[src/rtl/irq_seq_pkg.sv]
package irq_seq_pkg;

  typedef enum logic [2:0] {
    S_BOOT, S_IDLE, S_PCH, S_PCL, S_PST, S_VLO, S_VHI, S_FIN
  } seq_state_t;

  typedef enum logic [1:0] {
    K_RST, K_NMI, K_IRQ
  } entry_kind_t;

  localparam int NMI_BIT     = 0;
  localparam int ONESHOT_BIT = 1;

  localparam logic [7:0]  FLAG_I       = 8'h04;
  localparam logic [7:0]  FLAG_B       = 8'h10;
  localparam logic [7:0]  FLAG_U       = 8'h20;
  localparam logic [7:0]  RESET_STATUS = FLAG_I;
  localparam logic [7:0]  STACK_PAGE   = 8'h01;
  localparam logic [15:0] VEC_NMI      = 16'hFFFA;
  localparam logic [15:0] VEC_RST      = 16'hFFFC;
  localparam logic [15:0] VEC_IRQ      = 16'hFFFE;

endpackage

[src/rtl/irq_rst_sync.sv]
module irq_rst_sync #(
  parameter int STAGES = 2
) (
  input  logic clk,
  input  logic rst_n,
  output logic rst_sync_n
);
  logic [STAGES-1:0] sync_q;

  always_ff @(posedge clk or negedge rst_n) begin
    if (!rst_n) sync_q <= '0;
    else        sync_q <= {sync_q[STAGES-2:0], 1'b1};
  end

  assign rst_sync_n = sync_q[STAGES-1];
endmodule

[src/rtl/irq_pend_mask.sv]
module irq_pend_mask
  import irq_seq_pkg::*;
#(
  parameter int NSRC = 4
) (
  input  logic            clk,
  input  logic            rst_n,
  input  logic [NSRC-1:0] set_i,
  input  logic [NSRC-1:0] clr_i,
  input  logic            svc_i,
  output logic [NSRC-1:0] pend_o
);
  localparam logic [NSRC-1:0] DROP_MASK =
    NSRC'((1 << NMI_BIT) | (1 << ONESHOT_BIT));

  logic [NSRC-1:0] pend_q, pend_d;

  always_comb begin
    pend_d = pend_q & ~clr_i;
    if (svc_i) pend_d = pend_d & ~DROP_MASK;
    pend_d = pend_d | set_i;
  end

  always_ff @(posedge clk or negedge rst_n) begin
    if (!rst_n) pend_q <= '0;
    else        pend_q <= pend_d;
  end

  assign pend_o = pend_q;
endmodule

[src/rtl/irq_seq.sv]
module irq_seq
  import irq_seq_pkg::*;
#(
  parameter int NSRC      = 4,
  parameter int CYC_W     = 16,
  parameter int ENTRY_CYC = 7
) (
  input  logic             clk,
  input  logic             rst_n,
  input  logic [NSRC-1:0]  src_set,
  input  logic [NSRC-1:0]  src_clr,
  input  logic             boundary,
  input  logic             warm_rst,
  input  logic             jammed,
  input  logic             irq_mask_pre,
  input  logic [7:0]       status_now,
  input  logic [15:0]      pc_cur,
  input  logic [7:0]       sp_cur,
  output logic             mem_req,
  output logic             mem_we,
  output logic [15:0]      mem_addr,
  output logic [7:0]       mem_wdata,
  input  logic             mem_ack,
  input  logic [7:0]       mem_rdata,
  output logic             done,
  output logic [15:0]      pc_new,
  output logic [7:0]       sp_new,
  output logic [7:0]       status_new,
  output logic [3:0]       cyc_charge,
  output logic [CYC_W-1:0] cyc_total,
  output logic             jam_clear,
  output logic             busy
);
  localparam logic [3:0] CHARGE = 4'(ENTRY_CYC);

  logic            rst_i_n;
  logic [NSRC-1:0] pend;
  logic            svc;

  seq_state_t  state_q, state_d;
  entry_kind_t kind_q, kind_d;
  logic [15:0] pc_q, pc_d;
  logic [7:0]  sp_q, sp_d;
  logic [7:0]  st_q, st_d;
  logic [7:0]  vlo_q, vlo_d;
  logic [15:0] pcn_q, pcn_d;
  logic [CYC_W-1:0] cyc_q, cyc_d;
  logic [15:0] vec_base;
  logic        take;

  irq_rst_sync #(.STAGES(2)) u_rst_sync (
    .clk       (clk),
    .rst_n     (rst_n),
    .rst_sync_n(rst_i_n)
  );

  irq_pend_mask #(.NSRC(NSRC)) u_pend (
    .clk   (clk),
    .rst_n (rst_i_n),
    .set_i (src_set),
    .clr_i (src_clr),
    .svc_i (svc),
    .pend_o(pend)
  );

  always_comb begin
    unique case (kind_q)
      K_NMI:   vec_base = VEC_NMI;
      K_IRQ:   vec_base = VEC_IRQ;
      default: vec_base = VEC_RST;
    endcase
  end

  assign take = !jammed && (pend[NMI_BIT] || !irq_mask_pre);

  always_comb begin
    state_d = state_q;
    kind_d  = kind_q;
    pc_d    = pc_q;
    sp_d    = sp_q;
    st_d    = st_q;
    vlo_d   = vlo_q;
    pcn_d   = pcn_q;
    cyc_d   = cyc_q;
    svc     = 1'b0;
    unique case (state_q)
      S_BOOT: state_d = S_VLO;
      S_IDLE: begin
        if (warm_rst) begin
          kind_d  = K_RST;
          sp_d    = sp_cur;
          state_d = S_VLO;
        end else if (boundary && (|pend)) begin
          svc = 1'b1;
          if (take) begin
            kind_d  = pend[NMI_BIT] ? K_NMI : K_IRQ;
            pc_d    = pc_cur;
            sp_d    = sp_cur;
            st_d    = status_now;
            state_d = S_PCH;
          end
        end
      end
      S_PCH, S_PCL, S_PST: begin
        if (mem_ack) begin
          sp_d = sp_q - 8'd1;
          unique case (state_q)
            S_PCH:   state_d = S_PCL;
            S_PCL:   state_d = S_PST;
            default: state_d = S_VLO;
          endcase
        end
      end
      S_VLO: begin
        if (mem_ack) begin
          vlo_d   = mem_rdata;
          state_d = S_VHI;
        end
      end
      S_VHI: begin
        if (mem_ack) begin
          pcn_d   = {mem_rdata, vlo_q};
          state_d = S_FIN;
        end
      end
      default: begin
        if (kind_q != K_RST) cyc_d = cyc_q + CYC_W'(ENTRY_CYC);
        state_d = S_IDLE;
      end
    endcase
  end

  always_ff @(posedge clk or negedge rst_i_n) begin
    if (!rst_i_n) begin
      state_q <= S_BOOT;
      kind_q  <= K_RST;
      pc_q    <= '0;
      sp_q    <= '0;
      st_q    <= '0;
      vlo_q   <= '0;
      pcn_q   <= '0;
      cyc_q   <= '0;
    end else begin
      state_q <= state_d;
      kind_q  <= kind_d;
      pc_q    <= pc_d;
      sp_q    <= sp_d;
      st_q    <= st_d;
      vlo_q   <= vlo_d;
      pcn_q   <= pcn_d;
      cyc_q   <= cyc_d;
    end
  end

  always_comb begin
    mem_req   = 1'b0;
    mem_we    = 1'b0;
    mem_addr  = vec_base;
    mem_wdata = '0;
    unique case (state_q)
      S_PCH: begin
        mem_req = 1'b1; mem_we = 1'b1;
        mem_addr = {STACK_PAGE, sp_q}; mem_wdata = pc_q[15:8];
      end
      S_PCL: begin
        mem_req = 1'b1; mem_we = 1'b1;
        mem_addr = {STACK_PAGE, sp_q}; mem_wdata = pc_q[7:0];
      end
      S_PST: begin
        mem_req = 1'b1; mem_we = 1'b1;
        mem_addr = {STACK_PAGE, sp_q}; mem_wdata = (st_q & ~FLAG_B) | FLAG_U;
      end
      S_VLO: begin
        mem_req = 1'b1; mem_addr = vec_base;
      end
      S_VHI: begin
        mem_req = 1'b1; mem_addr = vec_base | 16'h0001;
      end
      default: ;
    endcase
  end

  always_comb begin
    unique case (kind_q)
      K_RST:   status_new = RESET_STATUS;
      K_NMI:   status_new = st_q & ~FLAG_B;
      default: status_new = (st_q & ~FLAG_B) | FLAG_I;
    endcase
  end

  assign done       = (state_q == S_FIN);
  assign jam_clear  = done && (kind_q == K_RST);
  assign cyc_charge = (done && kind_q != K_RST) ? CHARGE : 4'd0;
  assign pc_new     = pcn_q;
  assign sp_new     = sp_q;
  assign cyc_total  = cyc_q;
  assign busy       = (state_q != S_IDLE);
endmodule

[config.mk]
export PLATFORM = sky130hd
export DESIGN_NAME = irq_seq
export DESIGN_NICKNAME = d
export VERILOG_FILES = /design/src/rtl/irq_seq_pkg.sv /design/src/rtl/irq_rst_sync.sv /design/src/rtl/irq_pend_mask.sv /design/src/rtl/irq_seq.sv
export SDC_FILE = /design/constraint.sdc
export NUM_CORES = 1
export LEC_CHECK = 0
export BUFFER_PORTS_ARGS = -buffer_cell sky130_fd_sc_hd__buf_2
export CORE_ASPECT_RATIO = 1.5
export CORE_UTILIZATION = 40
export DETAILED_ROUTE_END_ITERATION = 6
export GPL_TIMING_DRIVEN = 0
export PLACE_DENSITY = 0.66
export SETUP_SLACK_MARGIN = 0.2
export SYNTH_ARGS = -nofsm -noshare
export SYNTH_HDL_FRONTEND = slang
export SYNTH_SLANG_ARGS = --single-unit
[constraint.sdc]
create_clock -name clk -period 7.26 [get_ports clk]
set_input_delay 1.452 -clock clk [delete_from_list [all_inputs] [get_ports clk]]
set_output_delay 1.452 -clock clk [all_outputs]
set_load 0.01 [all_outputs]
==> results of run 1 <==
-- where the power goes --
| part | switching, mW | internal (mW) |
|---|---|---|
| clock network | 0.188 | 0.340 |
| logic | 0.507 | 0.460 |
| registers | 0.138 | 0.644 |
-- layout make-up --
cell class | count | share of cell area (%)
buffer | 25 | 3.268
clock buffer | 9 | 4.357
clock inverter | 7 | 2.421
inverter | 14 | 1.017
multi-input combinational | 228 | 33.16
sequential | 82 | 39.77
tap | 115 | 2.784
timing repair buffer | 132 | 13.22
-- cell usage in the layout, fill, tap and decap left out, drive strengths merged, types with 3 or more instances in the layout --
cell type	instances
nor2b	4
buf	151
a22oi	7
clkbuf	15
xor2	3
nand3	5
nand2	24
mux2i	3
a31oi	4
and2	8
inv	16
mux2	49
conb	4
nor2	12
or2	3
o21ai	18
ha	5
xnor2	12
nor3	7
o2bb2ai	3
nor4	4
o211ai	6
a21oi	10
dfrtp	82
nand4	4
nand2b	7
bufinv	3
-- cells by family (layout without fill, tap and decap cells) --
logic type / count (synthesis) / in the layout / synth area share, %
buffers and inverters: 39 / 187 / 5.564
adders and majority gates: 5 / 5 / 1.572
and+or+nand+nor: 88 / 88 / 12.23
other: 2 / 4 / 0.1887
muxes: 52 / 52 / 14.62
DFF: 82 / 82 / 51.56
AOI/OAI and AO/OA: 64 / 64 / 10.97
xor gates and xnor gates: 15 / 15 / 3.301
-- metrics by stage --
stage / util, % / setup slack (ns) / hold WS [ns] / total power, mW
5_1_grt: 53.34 / 2.809 / 0.2164 / 2.433
3_5_place_dp: 49.73 / 3.517 / 0.1982 / 1.764
3_3_place_gp: 49.41 / 3.575 / 0.3375 / 1.728
6_report: 53.34 / 3.153 / 0.1964 / 2.276
2_1_floorplan: - / 3.781 / 0.3312 / 1.406
4_1_cts: 53.34 / 3.142 / 0.2029 / 2.299
-- layer usage --
metal | vias up | wire length [um]
met1 | 1573 | 3763
met4 | 0 | 223
li1 | 1504 | -
met2 | 104 | 5026
met5 | - | 0
met3 | 15 | 471
-- flip-flops by register name, indices dropped and copies added (netlist names) --
register / count
st_q: 7
sp_new: 8
pc_new: 16
u_pend.pend_o: 4
u_rst_sync.sync_q: 2
pc_q: 16
kind_q: 2
state_q: 3
vlo_q: 8
cyc_total: 16
-- worst min-delay path by stage --
stage / startpoint / cells past startpoint / endpoint
detailed placement: u_rst_sync.sync_q[1] / 0 / vlo_q[7]
CTS: u_rst_sync.sync_q[1] / 0 / vlo_q[7]
global placement: u_rst_sync.sync_q[0] / 0 / u_rst_sync.sync_q[1]
finish: u_rst_sync.sync_q[1] / 0 / vlo_q[3]
floorplan: u_rst_sync.sync_q[0] / 0 / u_rst_sync.sync_q[1]
global route: u_rst_sync.sync_q[1] / 0 / vlo_q[3]
==> key figures, run 1 <==
Worst setup path
  • Crit end category: output pin
  • Cell depth of the worst setup path: 7
  • Crit-path most repeated cell: buf_2
  • Reg2reg end: sp_new[5]
  • Critical path endpoint: mem_addr[2]
  • Crit Path Max Fanout: 13
  • WS Path Type: reg -> out
  • CP peak stage delay: 0.67 ns
  • CP required: 5.81 ns
  • CP Launch Type: register
  • Slowest CP cell: nor2_1
  • Top delay family on crit path: buffers and inverters
  • Reg2Reg Depth: 7
  • Critical path launch point: state_q[1]
  • CP arrival: 2.66 ns
  • Buf/Inv on CP: 4
  • CP Cell Sequence: nor2b_1, clkbuf_1, nor2_1, inv_1, buf_2, o21ai_0, buf_2
  • R2R Setup Slk: 4.85 ns
  • Launch point of the worst reg-to-reg path: state_q[1]

Floorplanning
  • Core Footprint: 9689 um2
  • Die W: 83.45 um
  • Initial core utilization: 41.08%
  • Ports: 136
  • Die extent in y: 124.2 um
  • Die footprint: 10360 um2
  • Site Rows: 44

Synth
  • Dominant cells by area after synthesis: dfrtp_1, mux2_2, xnor2_1, buf_4, o21ai_0
  • Netlist Area Pre-Place: 3980 um2
  • Seq cells post-synth: 82
  • Synth Instances: 347
  • Post-synth top area share: 51.56%
  • Area leader, netlist: dfrtp_1
  • Post-synth cell types: 51
  • Number of synthesized flops with an enable pin: 0
  • Top cells by count, synth: dfrtp_1, mux2_2, nand2_1, o21ai_0, inv_1
  • Post-Syn Area per Cell: 11.47 um2
  • Async SR Flop Fraction: 100.0%
  • Ys flop type: dfrtp_1
  • Count leader, synth: dfrtp_1
  • Yosys warning count: 0
  • Post-synthesis sequential area ratio: 51.56%

Flow run
  • MaxCap Viol Count: 0

Timing
  • Final worst clock skew: 0.006309 ns
  • Worst slew pin tran: 1.076 ns
  • RSZ-0062 raised after global routing: false
  • Worst rel slew slack: 27.67%
  • Max Fclk: 243.5 MHz
  • Fin. Hold Viols: 0
  • Finish-stage setup viols: 0
  • Final period utilization: 56.57%
  • Max-slew violations: 0
  • Minimum clock period: 4.107 ns
  • Setup TNS: 0 ns

Finish
  • Final instance area: 5169 um2
  • Fill cell count: 884
  • Sequential cell area: 2056 um2
  • Diode count: 0
  • Final non-filler cell total: 612
  • # nets final: 552
  • Syn-to-layout area delta: 29.86%
  • Layout cells sized above 1: 45.67%
  • Area of the multi-input gates: 1714 um2

Routing
  • WL per Instance: 15.50 um
  • Final ANT Viol Nets: 0
  • First-iteration detailed-routing DRC count: 144
  • Detail-routed via count per cell: 5.222
  • DR pass1 iterations: 4
  • # DRC: 0
  • Post-Route WL: 9485 um
  • Via Count: 3196

Global routing
  • Grt met1 use: 20.98%
  • Vias in the first global route: 3080
  • Total global routing overflow: 0
  • Largest net degree at the start of global routing: 66
  • Total Routing Usage GR: 18.52%
  • GRT busiest layer: met2
  • M2 GR Usage: 33.09%
  • Global-route wire length before repair: 14850 um
  • Initial antenna violation count: 0
  • GRT met3 Usage: 3.976%

Clock tree
  • Resized Gates After CTS: 0
  • Total CTS buffers: 9
  • Hold buffer count at CTS: 0
  • Clock Sinks: 82
  • CTS tree: yes
  • CTS Buffer Depth: 2
  • Clk slew on worst S/H paths: 0.06 ns
  • CTS H-tree lvls: 3
  • Post-CTS Setup Inserts: 0
  • Clk root buf: clkbuf_16
  • Worst-Skew Late Latency: 0.33 ns

Place
  • Cell area after placement: 4818 um2
  • Placed insts: 596
  • Post-DP HPWL: 7083 um
  • GPL Wtd Cong: 0.8003
  • # port buffers: 131

Min path
  • Hold Path Class: reg -> async

Pwr
  • P_leak: 2.516 nW
  • Power Density: 440.3 nW/um2
  • Maximum VDD drop: 0.3389 mV

Status
  • Outcome: completed
Power figures use the tool's default switching activity.
==> inputs of run 2 (changes only) <==
Settings changed: ABC_AREA set to 1, PLACE_DENSITY 0.66 to 0.65.
Clock period 7.26 ns to 3.8 ns, I/O delays scaled along.
==> run 2 against run 1 <==
Non-clock buffer count fell by 3. Synthesized cell count rose by 50%. Combinational power rose by 94%. First-iteration DRC count fell by 8.3%. Clock skew rose by 0.0040 ns. Flip-flop and latch count did not move. Worst hold slack improved by 0.00084 ns.
==> key figures, run 2 <==
Status
  • Outcome: completed

Flow run
  • MaxCap Viol Count: 0

Synth
  • Count leader, synth: nand2_1
  • Ys flop type: dfrtp_1
  • Post-synth cell types: 33
  • Async SR Flop Fraction: 100.0%
  • Dominant cells by area after synthesis: dfrtp_1, nand2_1, inv_1, o21ai_0, nor2_1
  • Yosys warning count: 0
  • Synth Instances: 520
  • Post-synth top area share: 49.15%
  • Netlist Area Pre-Place: 4175 um2
  • Number of synthesized flops with an enable pin: 0
  • Top cells by count, synth: nand2_1, dfrtp_1, inv_1, nor2_1, o21ai_0
  • Post-Syn Area per Cell: 8.029 um2
  • Area leader, netlist: dfrtp_1
  • Post-synthesis sequential area ratio: 49.15%
  • Seq cells post-synth: 82

Worst setup path
  • Crit Path Max Fanout: 16
  • Slowest CP cell: dfrtp_1
  • CP arrival: 2.01 ns
  • CP required: 3.04 ns
  • Crit end category: output pin
  • CP peak stage delay: 0.49 ns
  • WS Path Type: reg -> out
  • CP Cell Sequence: nor2_1, nand2_2, nand2_2, inv_2, buf_2, nand2_1, o21ai_0, buf_2
  • R2R Setup Slk: 1.85 ns
  • CP Launch Type: register

Floorplanning
  • Initial core utilization: 41.20%
  • Core Footprint: 10130 um2
  • Ports: 136
  • Die extent in y: 127.1 um
  • Die W: 85.42 um
  • Site Rows: 45
  • Die footprint: 10860 um2

Global routing
  • Largest net degree at the start of global routing: 54
  • Global-route wire length before repair: 16440 um
  • Total global routing overflow: 0
  • Vias in the first global route: 3611
  • Initial antenna violation count: 1
  • Total Routing Usage GR: 19.26%

Timing
  • Worst slew pin tran: 0.6259 ns
  • Final worst clock skew: 0.01026 ns
  • Max-slew violations: 0
  • Max Fclk: 360.4 MHz
  • RSZ-0062 raised after global routing: false
  • Minimum clock period: 2.775 ns
  • Worst rel slew slack: 58.12%
  • Finish-stage setup viols: 0
  • Fin. Hold Viols: 0
  • Final period utilization: 73.02%
  • WHS: 0.1972 ns
  • Setup TNS: 0 ns

Place
  • Post-DP HPWL: 7403 um
  • GPL Wtd Cong: 0.8236
  • # port buffers: 131
  • Placed insts: 771

Clock tree
  • CTS tree: yes
  • Total CTS buffers: 9
  • CTS Buffer Depth: 2
  • CTS H-tree lvls: 3
  • Post-CTS Setup Inserts: 0
  • Worst-Skew Late Latency: 0.34 ns
  • Clock Sinks: 82
  • Resized Gates After CTS: 0
  • Hold buffer count at CTS: 0
  • Clk slew on worst S/H paths: 0.06 ns
  • Clk root buf: clkbuf_16

Routing
  • DR pass1 iterations: 5
  • Detail-routed via count per cell: 4.784
  • Final ANT Viol Nets: 0
  • WL per Instance: 12.49 um
  • First-iteration detailed-routing DRC count: 132
  • # DRC: 0
  • Via Count: 3770
  • Post-Route WL: 9844 um

Pwr
  • Design Power: 4.323 mW
  • Power Density: 805.1 nW/um2
  • P_leak: 2.996 nW
  • Maximum VDD drop: 0.5168 mV

Min path
  • Hold Path Class: in -> async

Finish
  • Most frequent cells in the layout: nand2_1, buf_2, dfrtp_1
  • Final non-filler cell total: 788
  • Most common cell after layout, fill and taps aside: nand2_1
  • # nets final: 725
  • Layout cells sized above 1: 28.51%
  • Syn-to-layout area delta: 28.59%
  • Post-layout util: 52.98%
  • Fill cell count: 1012
run 2: cell count changes in the layout (fill, tap and decap cells not counted), moves of 8 or more:
cell | previous run | this run
mux2_2 | 47 | 7
nand2_1 | 24 | 163
nor2_1 | 12 | 34
xnor2_1 | 12 | 4
o21ai_1 | 0 | 23
inv_1 | 14 | 79
o21ai_0 | 18 | 34
nand3_1 | 5 | 21
a21oi_1 | 10 | 1
run 2: cell families (layout without fill, tap and decap cells):
group,after synthesis,count (layout),synth area share [%]
AOI/OAI and AO/OA,71,71,9.319
xor gates and xnor gates,10,10,2.098
adders and majority gates,5,5,1.498
buffers and inverters,103,251,11.09
DFF,82,82,49.15
muxes,8,8,2.158
other,2,5,0.1799
and+or+nand+nor,239,239,24.51
run 2: power by group:
part           internal, mW  total [mW]  switching, mW  leakage (nW)
Combinational         0.746        1.87           1.12          1.78
Sequential             1.20        1.43          0.231          1.04
Clock                 0.661        1.02          0.358         0.169
run 2: per-layer routing:
layer / global-route usage (%) / up-vias / routed length, um
li1: - / 1898 / -
met1: 22.58 / 1742 / 4191
met5: 0 / - / 0
met3: 3.941 / 19 / 465
met2: 33.84 / 111 / 4940
met4: 8.333 / 0 / 247
run 2: area by class of cell:
cell class | instances | area (um2) | area share (%)
Multi-Input combinational cell | 337 | 1668 | 31.07
Buffer | 22 | 158.9 | 2.960
Inverter | 81 | 304.0 | 5.663
Antenna cell | 1 | 2.502 | 0.04661
Timing Repair Buffer | 132 | 683.2 | 12.72
Sequential cell | 82 | 2056 | 38.29
Tap cell | 117 | 146.4 | 2.727
Clock buffer | 10 | 239.0 | 4.451
Clock inverter | 6 | 111.4 | 2.074
run 2: critical path: cells and delay by family, from the launching register on:
family          cells  cell delay [ns]
buf+inv             3             0.57
flops               1             0.49
simple gates        4             0.52
compound gates      1             0.10
run 2: path summary, 6_finish.rpt:
check                                     startpoint                    to  cells after the start
worst max register to register             kind_q[0]          cyc_total[9]                      8
worst max-delay path                      state_q[1]           mem_addr[1]                      8
min in group clk                u_rst_sync.sync_q[0]  u_rst_sync.sync_q[1]                      0
worst min register to register  u_rst_sync.sync_q[1]             pc_new[9]                      0
max in group asynchronous       u_rst_sync.sync_q[1]               pc_q[3]                      1
worst min-delay path                           rst_n  u_rst_sync.sync_q[0]                      1
run 2: metrics by stage:
stage | setup slack (ns) | cell area, um2
after CTS | 0.9911 | 5366
after detailed placement | 1.353 | 5016
final | 1.025 | 5369
after floorplan | 1.347 | 4183
after global routing | 0.8295 | 5369
after global placement | 0.3904 | 4985
